`src/rtl/gpio_edge_pkg.sv`:
```
package gpio_edge_pkg;

   // Register index = byte offset / 4; the decode depends on this order.
   typedef enum logic [2:0] {
      REG_DIN  = 3'd0,
      REG_DOUT = 3'd1,
      REG_DIR  = 3'd2,
      REG_POL  = 3'd3,
      REG_MASK = 3'd4,
      REG_STAT = 3'd5,
      REG_PEN  = 3'd6,
      REG_NONE = 3'd7
   } gpio_reg_e;

   localparam int unsigned NUM_MAPPED = 7;

endpackage

```
`src/rtl/gpio_in_sync.sv`:
```
module gpio_in_sync #(
   parameter int unsigned NUM_LINES   = 16,
   parameter int unsigned SYNC_STAGES = 2
) (
   input  logic                 clk,
   input  logic                 rst_n,
   input  logic [NUM_LINES-1:0] pin_i,
   output logic [NUM_LINES-1:0] level_o,
   output logic [NUM_LINES-1:0] prev_o
);

   if (SYNC_STAGES < 2) begin : g_bad_stages
      $error("gpio_in_sync: SYNC_STAGES must be at least 2");
   end

   for (genvar g = 0; g < NUM_LINES; g++) begin : g_line
      logic [SYNC_STAGES-1:0] chain_q;
      always_ff @(posedge clk or negedge rst_n) begin
         if (!rst_n) chain_q <= '0;
         else        chain_q <= {chain_q[SYNC_STAGES-2:0], pin_i[g]};
      end
      assign level_o[g] = chain_q[SYNC_STAGES-1];
   end

   always_ff @(posedge clk or negedge rst_n) begin
      if (!rst_n) prev_o <= '0;
      else        prev_o <= level_o;
   end

endmodule

```
`src/rtl/gpio_edge_det.sv`:
```
module gpio_edge_det #(
   parameter int unsigned NUM_LINES = 16
) (
   input  logic                 clk,
   input  logic                 rst_n,
   input  logic [NUM_LINES-1:0] level_i,
   input  logic [NUM_LINES-1:0] prev_i,
   input  logic [NUM_LINES-1:0] pol_i,
   input  logic [NUM_LINES-1:0] armed_i,
   output logic [NUM_LINES-1:0] evt_o
);

   for (genvar g = 0; g < NUM_LINES; g++) begin : g_line
      logic moved;
      assign moved    = level_i[g] ^ prev_i[g];
      // Level after the transition must match the selected polarity.
      assign evt_o[g] = armed_i[g] & moved & (level_i[g] == pol_i[g]);
   end

   // An event is only flagged when the synchronized level differs from the held one.
   assert_evt_needs_change_R5: assert property (@(posedge clk) disable iff (!rst_n)
      (evt_o & ~(level_i ^ prev_i)) == '0);

endmodule

```
`src/rtl/gpio_irq_agg.sv`:
```
module gpio_irq_agg #(
   parameter int unsigned NUM_LINES = 16
) (
   input  logic                 clk,
   input  logic                 rst_n,
   input  logic [NUM_LINES-1:0] evt_i,
   input  logic [NUM_LINES-1:0] clr_i,
   input  logic [NUM_LINES-1:0] armed_i,
   output logic [NUM_LINES-1:0] status_o,
   output logic                 irq_o
);

   logic [NUM_LINES-1:0] status_q, status_d;

   // New events take priority over a clear in the same cycle.
   always_comb status_d = (status_q & ~clr_i) | evt_i;

   always_ff @(posedge clk or negedge rst_n) begin
      if (!rst_n) status_q <= '0;
      else        status_q <= status_d;
   end

   assign status_o = status_q;
   assign irq_o    = |status_q;

   assert_set_only_armed_R6: assert property (@(posedge clk) disable iff (!rst_n)
      1'b1 |=> ((status_q & ~$past(status_q) & ~$past(armed_i)) == '0));

   assert_clear_works_R7: assert property (@(posedge clk) disable iff (!rst_n)
      (|(clr_i & ~evt_i)) |=> ((status_q & $past(clr_i & ~evt_i)) == '0));

   assert_event_beats_clear_R9: assert property (@(posedge clk) disable iff (!rst_n)
      (|(clr_i & evt_i)) |=> ((status_q & $past(clr_i & evt_i)) == $past(clr_i & evt_i)));

   assert_sticky_R12: assert property (@(posedge clk) disable iff (!rst_n)
      1'b1 |=> (($past(status_q & ~clr_i) & ~status_q) == '0));

endmodule

```
`src/rtl/gpio_regfile.sv`:
```
module gpio_regfile
   import gpio_edge_pkg::*;
#(
   parameter int unsigned NUM_LINES = 16,
   parameter int unsigned ADDR_W    = 8,
   parameter int unsigned DATA_W    = 32
) (
   input  logic                 clk,
   input  logic                 rst_n,
   input  logic                 bus_sel,
   input  logic                 bus_we,
   input  logic [ADDR_W-1:0]    bus_addr,
   input  logic [DATA_W-1:0]    bus_wdata,
   output logic [DATA_W-1:0]    bus_rdata,
   output logic                 bus_ready,
   input  logic [NUM_LINES-1:0] level_i,
   input  logic [NUM_LINES-1:0] status_i,
   output logic [NUM_LINES-1:0] dout_o,
   output logic [NUM_LINES-1:0] dir_o,
   output logic [NUM_LINES-1:0] pol_o,
   output logic [NUM_LINES-1:0] mask_o,
   output logic [NUM_LINES-1:0] pen_o,
   output logic [NUM_LINES-1:0] clr_o
);

   localparam int unsigned IDX_W = ADDR_W - 2;

   if (ADDR_W < 5) begin : g_bad_addr
      $error("gpio_regfile: ADDR_W must reach offset 0x18");
   end
   if (NUM_LINES > DATA_W) begin : g_bad_width
      $error("gpio_regfile: NUM_LINES exceeds DATA_W");
   end

   gpio_reg_e            sel_reg;
   logic                 wr;
   logic [NUM_LINES-1:0] wdat;
   logic [NUM_LINES-1:0] rd_val;
   logic [DATA_W-1:0]    rdata_q;
   logic                 ready_q;

   if (NUM_LINES < DATA_W) begin : g_unused_hi
      logic unused_hi;
      assign unused_hi = ^bus_wdata[DATA_W-1:NUM_LINES];
   end

   always_comb begin
      sel_reg = REG_NONE;
      if (bus_addr[1:0] == 2'b00 &&
          bus_addr[ADDR_W-1:2] < IDX_W'(NUM_MAPPED))
         sel_reg = gpio_reg_e'(bus_addr[4:2]);
   end

   assign wr   = bus_sel & bus_we;
   assign wdat = bus_wdata[NUM_LINES-1:0];

   always_ff @(posedge clk or negedge rst_n) begin
      if (!rst_n) begin
         dout_o <= '1;
         dir_o  <= '1;
         pol_o  <= '1;
         mask_o <= '1;
         pen_o  <= '1;
      end else if (wr) begin
         case (sel_reg)
            REG_DOUT: dout_o <= wdat;
            REG_DIR:  dir_o  <= wdat;
            REG_POL:  pol_o  <= wdat;
            REG_MASK: mask_o <= wdat;
            REG_PEN:  pen_o  <= wdat;
            default:  ;
         endcase
      end
   end

   assign clr_o = (wr && sel_reg == REG_STAT) ? wdat : '0;

   always_comb begin
      case (sel_reg)
         REG_DIN:  rd_val = level_i & pen_o;
         REG_DOUT: rd_val = dout_o;
         REG_DIR:  rd_val = dir_o;
         REG_POL:  rd_val = pol_o;
         REG_MASK: rd_val = mask_o;
         REG_STAT: rd_val = status_i;
         REG_PEN:  rd_val = pen_o;
         default:  rd_val = '0;
      endcase
   end

   always_ff @(posedge clk or negedge rst_n) begin
      if (!rst_n) begin
         rdata_q <= '0;
         ready_q <= 1'b0;
      end else begin
         ready_q <= bus_sel;
         if (bus_sel && !bus_we) rdata_q <= DATA_W'(rd_val);
         else                    rdata_q <= '0;
      end
   end

   assign bus_rdata = rdata_q;
   assign bus_ready = ready_q;

   assert_ready_follows_R11: assert property (@(posedge clk) disable iff (!rst_n)
      bus_sel |=> bus_ready);

   assert_no_spurious_ready_R11: assert property (@(posedge clk) disable iff (!rst_n)
      !bus_sel |=> !bus_ready);

   assert_unmapped_reads_zero_R10: assert property (@(posedge clk) disable iff (!rst_n)
      (bus_sel && !bus_we && sel_reg == REG_NONE) |=> (bus_rdata == '0));

   assert_dir_write_R2: assert property (@(posedge clk) disable iff (!rst_n)
      (wr && sel_reg == REG_DIR) |=> (dir_o == $past(wdat)));

   assert_rdata_zero_ext_R2: assert property (@(posedge clk) disable iff (!rst_n)
      bus_ready |-> (bus_rdata >> NUM_LINES) == '0);

endmodule

```
`src/rtl/gpio_edge_ctrl.sv`:
```
module gpio_edge_ctrl #(
   parameter int unsigned NUM_LINES   = 16,
   parameter int unsigned ADDR_W      = 8,
   parameter int unsigned DATA_W      = 32,
   parameter int unsigned SYNC_STAGES = 2
) (
   input  logic                 clk,
   input  logic                 rst_n,
   input  logic                 bus_sel,
   input  logic                 bus_we,
   input  logic [ADDR_W-1:0]    bus_addr,
   input  logic [DATA_W-1:0]    bus_wdata,
   output logic [DATA_W-1:0]    bus_rdata,
   output logic                 bus_ready,
   input  logic [NUM_LINES-1:0] pin_in,
   output logic [NUM_LINES-1:0] pin_out,
   output logic                 irq
);

   logic [NUM_LINES-1:0] level, prev, evt, armed;
   logic [NUM_LINES-1:0] dout, dir, pol, mask, pen, clr, status;

   gpio_in_sync #(.NUM_LINES(NUM_LINES), .SYNC_STAGES(SYNC_STAGES)) u_sync (
      .clk(clk), .rst_n(rst_n), .pin_i(pin_in), .level_o(level), .prev_o(prev));

   assign armed = dir & ~mask;

   gpio_edge_det #(.NUM_LINES(NUM_LINES)) u_edge (
      .clk(clk), .rst_n(rst_n), .level_i(level), .prev_i(prev),
      .pol_i(pol), .armed_i(armed), .evt_o(evt));

   gpio_irq_agg #(.NUM_LINES(NUM_LINES)) u_irq (
      .clk(clk), .rst_n(rst_n), .evt_i(evt), .clr_i(clr), .armed_i(armed),
      .status_o(status), .irq_o(irq));

   gpio_regfile #(.NUM_LINES(NUM_LINES), .ADDR_W(ADDR_W), .DATA_W(DATA_W)) u_regs (
      .clk(clk), .rst_n(rst_n), .bus_sel(bus_sel), .bus_we(bus_we),
      .bus_addr(bus_addr), .bus_wdata(bus_wdata), .bus_rdata(bus_rdata),
      .bus_ready(bus_ready), .level_i(level), .status_i(status),
      .dout_o(dout), .dir_o(dir), .pol_o(pol), .mask_o(mask), .pen_o(pen),
      .clr_o(clr));

   for (genvar g = 0; g < NUM_LINES; g++) begin : g_drive
      assign pin_out[g] = dir[g] ? 1'b0 : dout[g];
   end

   assert_inputs_not_driven_R4: assert property (@(posedge clk) disable iff (!rst_n)
      (pin_out & dir) == '0);

   assert_irq_drop_needs_clear_R8: assert property (@(posedge clk) disable iff (!rst_n)
      $fell(irq) |-> $past(|clr));

   assert_irq_rise_needs_event_R8: assert property (@(posedge clk) disable iff (!rst_n)
      $rose(irq) |-> $past(|evt));

endmodule

```
`config.mk`:
```
export PLATFORM = sky130hd
export DESIGN_NAME = gpio_edge_ctrl
export DESIGN_NICKNAME = d
export VERILOG_FILES = /design/src/rtl/gpio_edge_pkg.sv /design/src/rtl/gpio_in_sync.sv /design/src/rtl/gpio_edge_det.sv /design/src/rtl/gpio_irq_agg.sv /design/src/rtl/gpio_regfile.sv /design/src/rtl/gpio_edge_ctrl.sv
export SDC_FILE = /design/constraint.sdc
export NUM_CORES = 1
export LEC_CHECK = 0
export ABC_AREA = 1
export CAP_MARGIN = 10
export CELL_PAD_IN_SITES_DETAIL_PLACEMENT = 0
export CELL_PAD_IN_SITES_GLOBAL_PLACEMENT = 1
export CORE_ASPECT_RATIO = 0.9
export CORE_MARGIN = 5
export CORE_UTILIZATION = 44
export DETAILED_ROUTE_END_ITERATION = 16
export HOLD_SLACK_MARGIN = 0.06
export PLACE_DENSITY_LB_ADDON = 0.1
export REMOVE_ABC_BUFFERS = 1
export SKIP_LAST_GASP = 1
export SYNTH_ARGS = -nofsm -noshare
export SYNTH_HDL_FRONTEND = slang
export SYNTH_SLANG_ARGS = --single-unit
```
`constraint.sdc`:
```
create_clock -name clk -period 1.4 [get_ports clk]
set_input_delay 0.28 -clock clk [delete_from_list [all_inputs] [get_ports clk]]
set_output_delay 0.28 -clock clk [all_outputs]
set_load 0.05 [all_outputs]
```
==> run metrics <==
Setup Viol. Count Final=18; Worst EP arrival=around 1.6 ns; top_reg_cell synth=dfrtp_1; largest net degree at the start of global routing=40; Mapped Area=~7000 sq um; fin worst setup slack=-0.456 ns; Area contributors post-synth=dfstp_2, dfrtp_1, nand2_1, nor2_1, o21ai_0; status=finished, violations left; count leader, synth=nand2_1; yosys warns=0; num ports=110; Routed Antenna Nets=0; R2R setup slack=0.31 ns; Worst Clk Skew=between 0.006 and 0.007 ns; CORE AREA=16100 sq um; fin area=slightly above 10000 sq um; CTS tree=yes; post-DR vias/cell=4.92; vias in the first global route=about 6.0k; async set-or-reset flop fraction in the synthesized netlist=100%; Worst Path Required=1.12 ns; Pwr Total=about 11000 uW; FF-to-FF End=u_regs.bus_rdata[10]$_DFF_PN0_; Seq cells post-synth=161; sequential-to-total area share from yosys stat=57.5%; Initial Utilization=44.7%; CP Capture Type=output port; Hold WC Path Type=input pin to flip-flop; Pleak=0.00467 uW; GRT Resource Usage Total=21.2%; clock root cell=clkbuf_16; Clock Latency Late Sink=0.43 ns; MaxCap Viol Count=0; First-pass DRT Iterations=5; Die Wd=145 um; drt wl/cell=16.7 um; failing checks=negative setup slack; htree depth=4; unrepaired setup endpoints after global routing=yes; initial antenna violation count=0; Reg2Reg Depth=6; Final GP Congestion=slightly below 0.9; gr ovfl total=0; first-pass GRT wire length=31.1 mm; # diodes=0; FMAX=539 MHz; Setup WS pre-CTS=-0.574 ns; Max IR drop VDD=approximately 950 uV; Rows=44; area of the multi-input gates=around 2600 sq um; startpoint types=flip-flop; top cell type by total area after synthesis=dfstp_2; Worst Path Class, Setup=flip-flop to output port; Sink Count=roughly 160; top cells by count, synth=nand2_1, nor2_1, inv_1; Die Ht=131 um; IO buf count=77; worst-case clock buffer depth=2; Final Critical Period=between 1.5 and 2 ns; PD cells=roughly 1000 nW/um^2; Remaining DRCs=0; area fraction of the dominant cell type after synthesis=29.3%; final core utilization=63.4%; P&R area growth vs syn=41.8%; Avg Cell Area, Syn=8.61 sq um; Placed Area=9020 sq um; Hold Crit Start=pin_in[15]; FF+latch area=4130 sq um; HPWL after DPL=12.9 mm; Fill cells=1363; cts bufs inserted=17; FF-to-FF Start=u_regs.pol_o[10]$_DFFE_PN1P_; drt total wl=20.3 mm; synth unique cells=28; crit share post-route=133%; clock slew at reported path FFs=0.07 ns; final hold violation count=0; hold depth=1; setup TNS=-2.74 ns; die area=19000 sq um; layout cells sized above 1=33.6%; post-synthesis cell count=~840; fin nets=1056; worst-path fanout max=2; initial DRC count=just under 400; WHS Endpoint=u_sync.g_line[15].chain_q[0]$_DFF_PN0_; Pins Over Slew Limit=0; DR vias=5986; EDFF count, synth=0
state kept, by name, indices dropped and copies added, names as in the netlist:
| signal | flops |
|---|---|
| u_sync.g_line.chain_q | 32 |
| u_irq.status_o | 16 |
| u_regs.bus_rdata | 16 |
| u_regs.dir_o | 16 |
| u_regs.dout_o | 16 |
| u_regs.mask_o | 16 |
| u_regs.pen_o | 16 |
| u_regs.pol_o | 16 |
| u_sync.prev_o | 16 |
| u_regs.bus_ready | 1 |
logic make-up after synthesis:
| family | count (synthesis) | share of synthesized area (%) |
|---|---|---|
| other | 1 | 0.0522 |
| AND/OR/NAND/NOR | 366 | 21.3 |
| flip-flops | 161 | 57.5 |
| buffers and inverters | 167 | 10.4 |
| AO/OA/AOI/OAI | 140 | 10.8 |
worst max-delay path, cell delays in order (launching register included):
cell and delay, ns:
dfrtp_1 0.44, nor4_4 0.31, nand4_1 0.19, buf_6 0.21
routing by layer:
layer	GRT usage, %	part of all wire, %
met1	28.2	44
met2	34.6	49
met3	5.38	5.1
met4	5.85	2.0
met5	0	0
per-stage QoR:
stage	std cells	hold WS (ns)
3_3_place_gp	1156	0.247
2_1_floorplan	809	-0.0156
4_1_cts	1200	0.266
3_5_place_dp	1156	0.242
6_report	1216	0.279
5_1_grt	1216	0.253
area by class of cell:
| cell class | count | area share, % |
|---|---|---|
| clock inverter | 15 | 1.47 |
| inverter | 126 | 4.68 |
| tap | 207 | 2.54 |
| multi-input combinational | 522 | 25.9 |
| timing repair buffer | 168 | 20.7 |
| sequential | 161 | 40.5 |
| clock buffer | 17 | 4.18 |
what timing repair did:
action / in CTS / in global routing
resized for setup: 72 / 58
gates cloned: 2 / 4
pin swaps: 28 / 32
hold endpoints to repair: 17 / 0
endpoints found under the setup margin: 103 / 75
hold buffers: 1 / 0
setup buffers: 11 / 13
power by group:
group | switching (uW) | internal (uW) | total [uW]
Combinational | 579 | 403 | 982
Clock | 2020 | 2500 | 4520
Sequential | 136 | 4910 | 5040
cells in the final DEF (no fill, tap or decap), drive strengths merged, types with 2 or more instances in the layout:
cell           synthesis  routed
clkinv                 0       5
o21ai                117     117
dlygate4sd2            0       2
nand2                165     165
nor3                   3       3
nor2                 157     157
inv                  126     131
dfrtp                 81      81
dfstp                 80      80
a21oi                 18      18
nand3                 28      28
o2bb2ai                3       3
nor4                   4       4
buf                   36     123
conb                   1      16
clkinvlp               0       4
clkdlybuf4s50          0      34
nand4                  8       8
clkbuf                 5      23
worst max path at each step:
stage | slack [ns] | end | cells after the start | startpoint
after detailed placement | -0.57 | u_regs.bus_rdata[0]$_DFF_PN0_ | 9 | bus_addr[2]
after CTS | -0.52 | irq | 3 | u_irq.status_o[15]$_DFF_PN0_
after global routing | -0.53 | irq | 3 | u_irq.status_o[11]$_DFF_PN0_
final | -0.46 | irq | 3 | u_irq.status_o[13]$_DFF_PN0_
after floorplan | -0.49 | u_regs.dout_o[0]$_DFFE_PN1P_ | 6 | bus_addr[7]
after global placement | -0.58 | u_regs.bus_rdata[1]$_DFF_PN0_ | 11 | bus_addr[7]
Note: power is estimated with default switching activity, not from simulation.
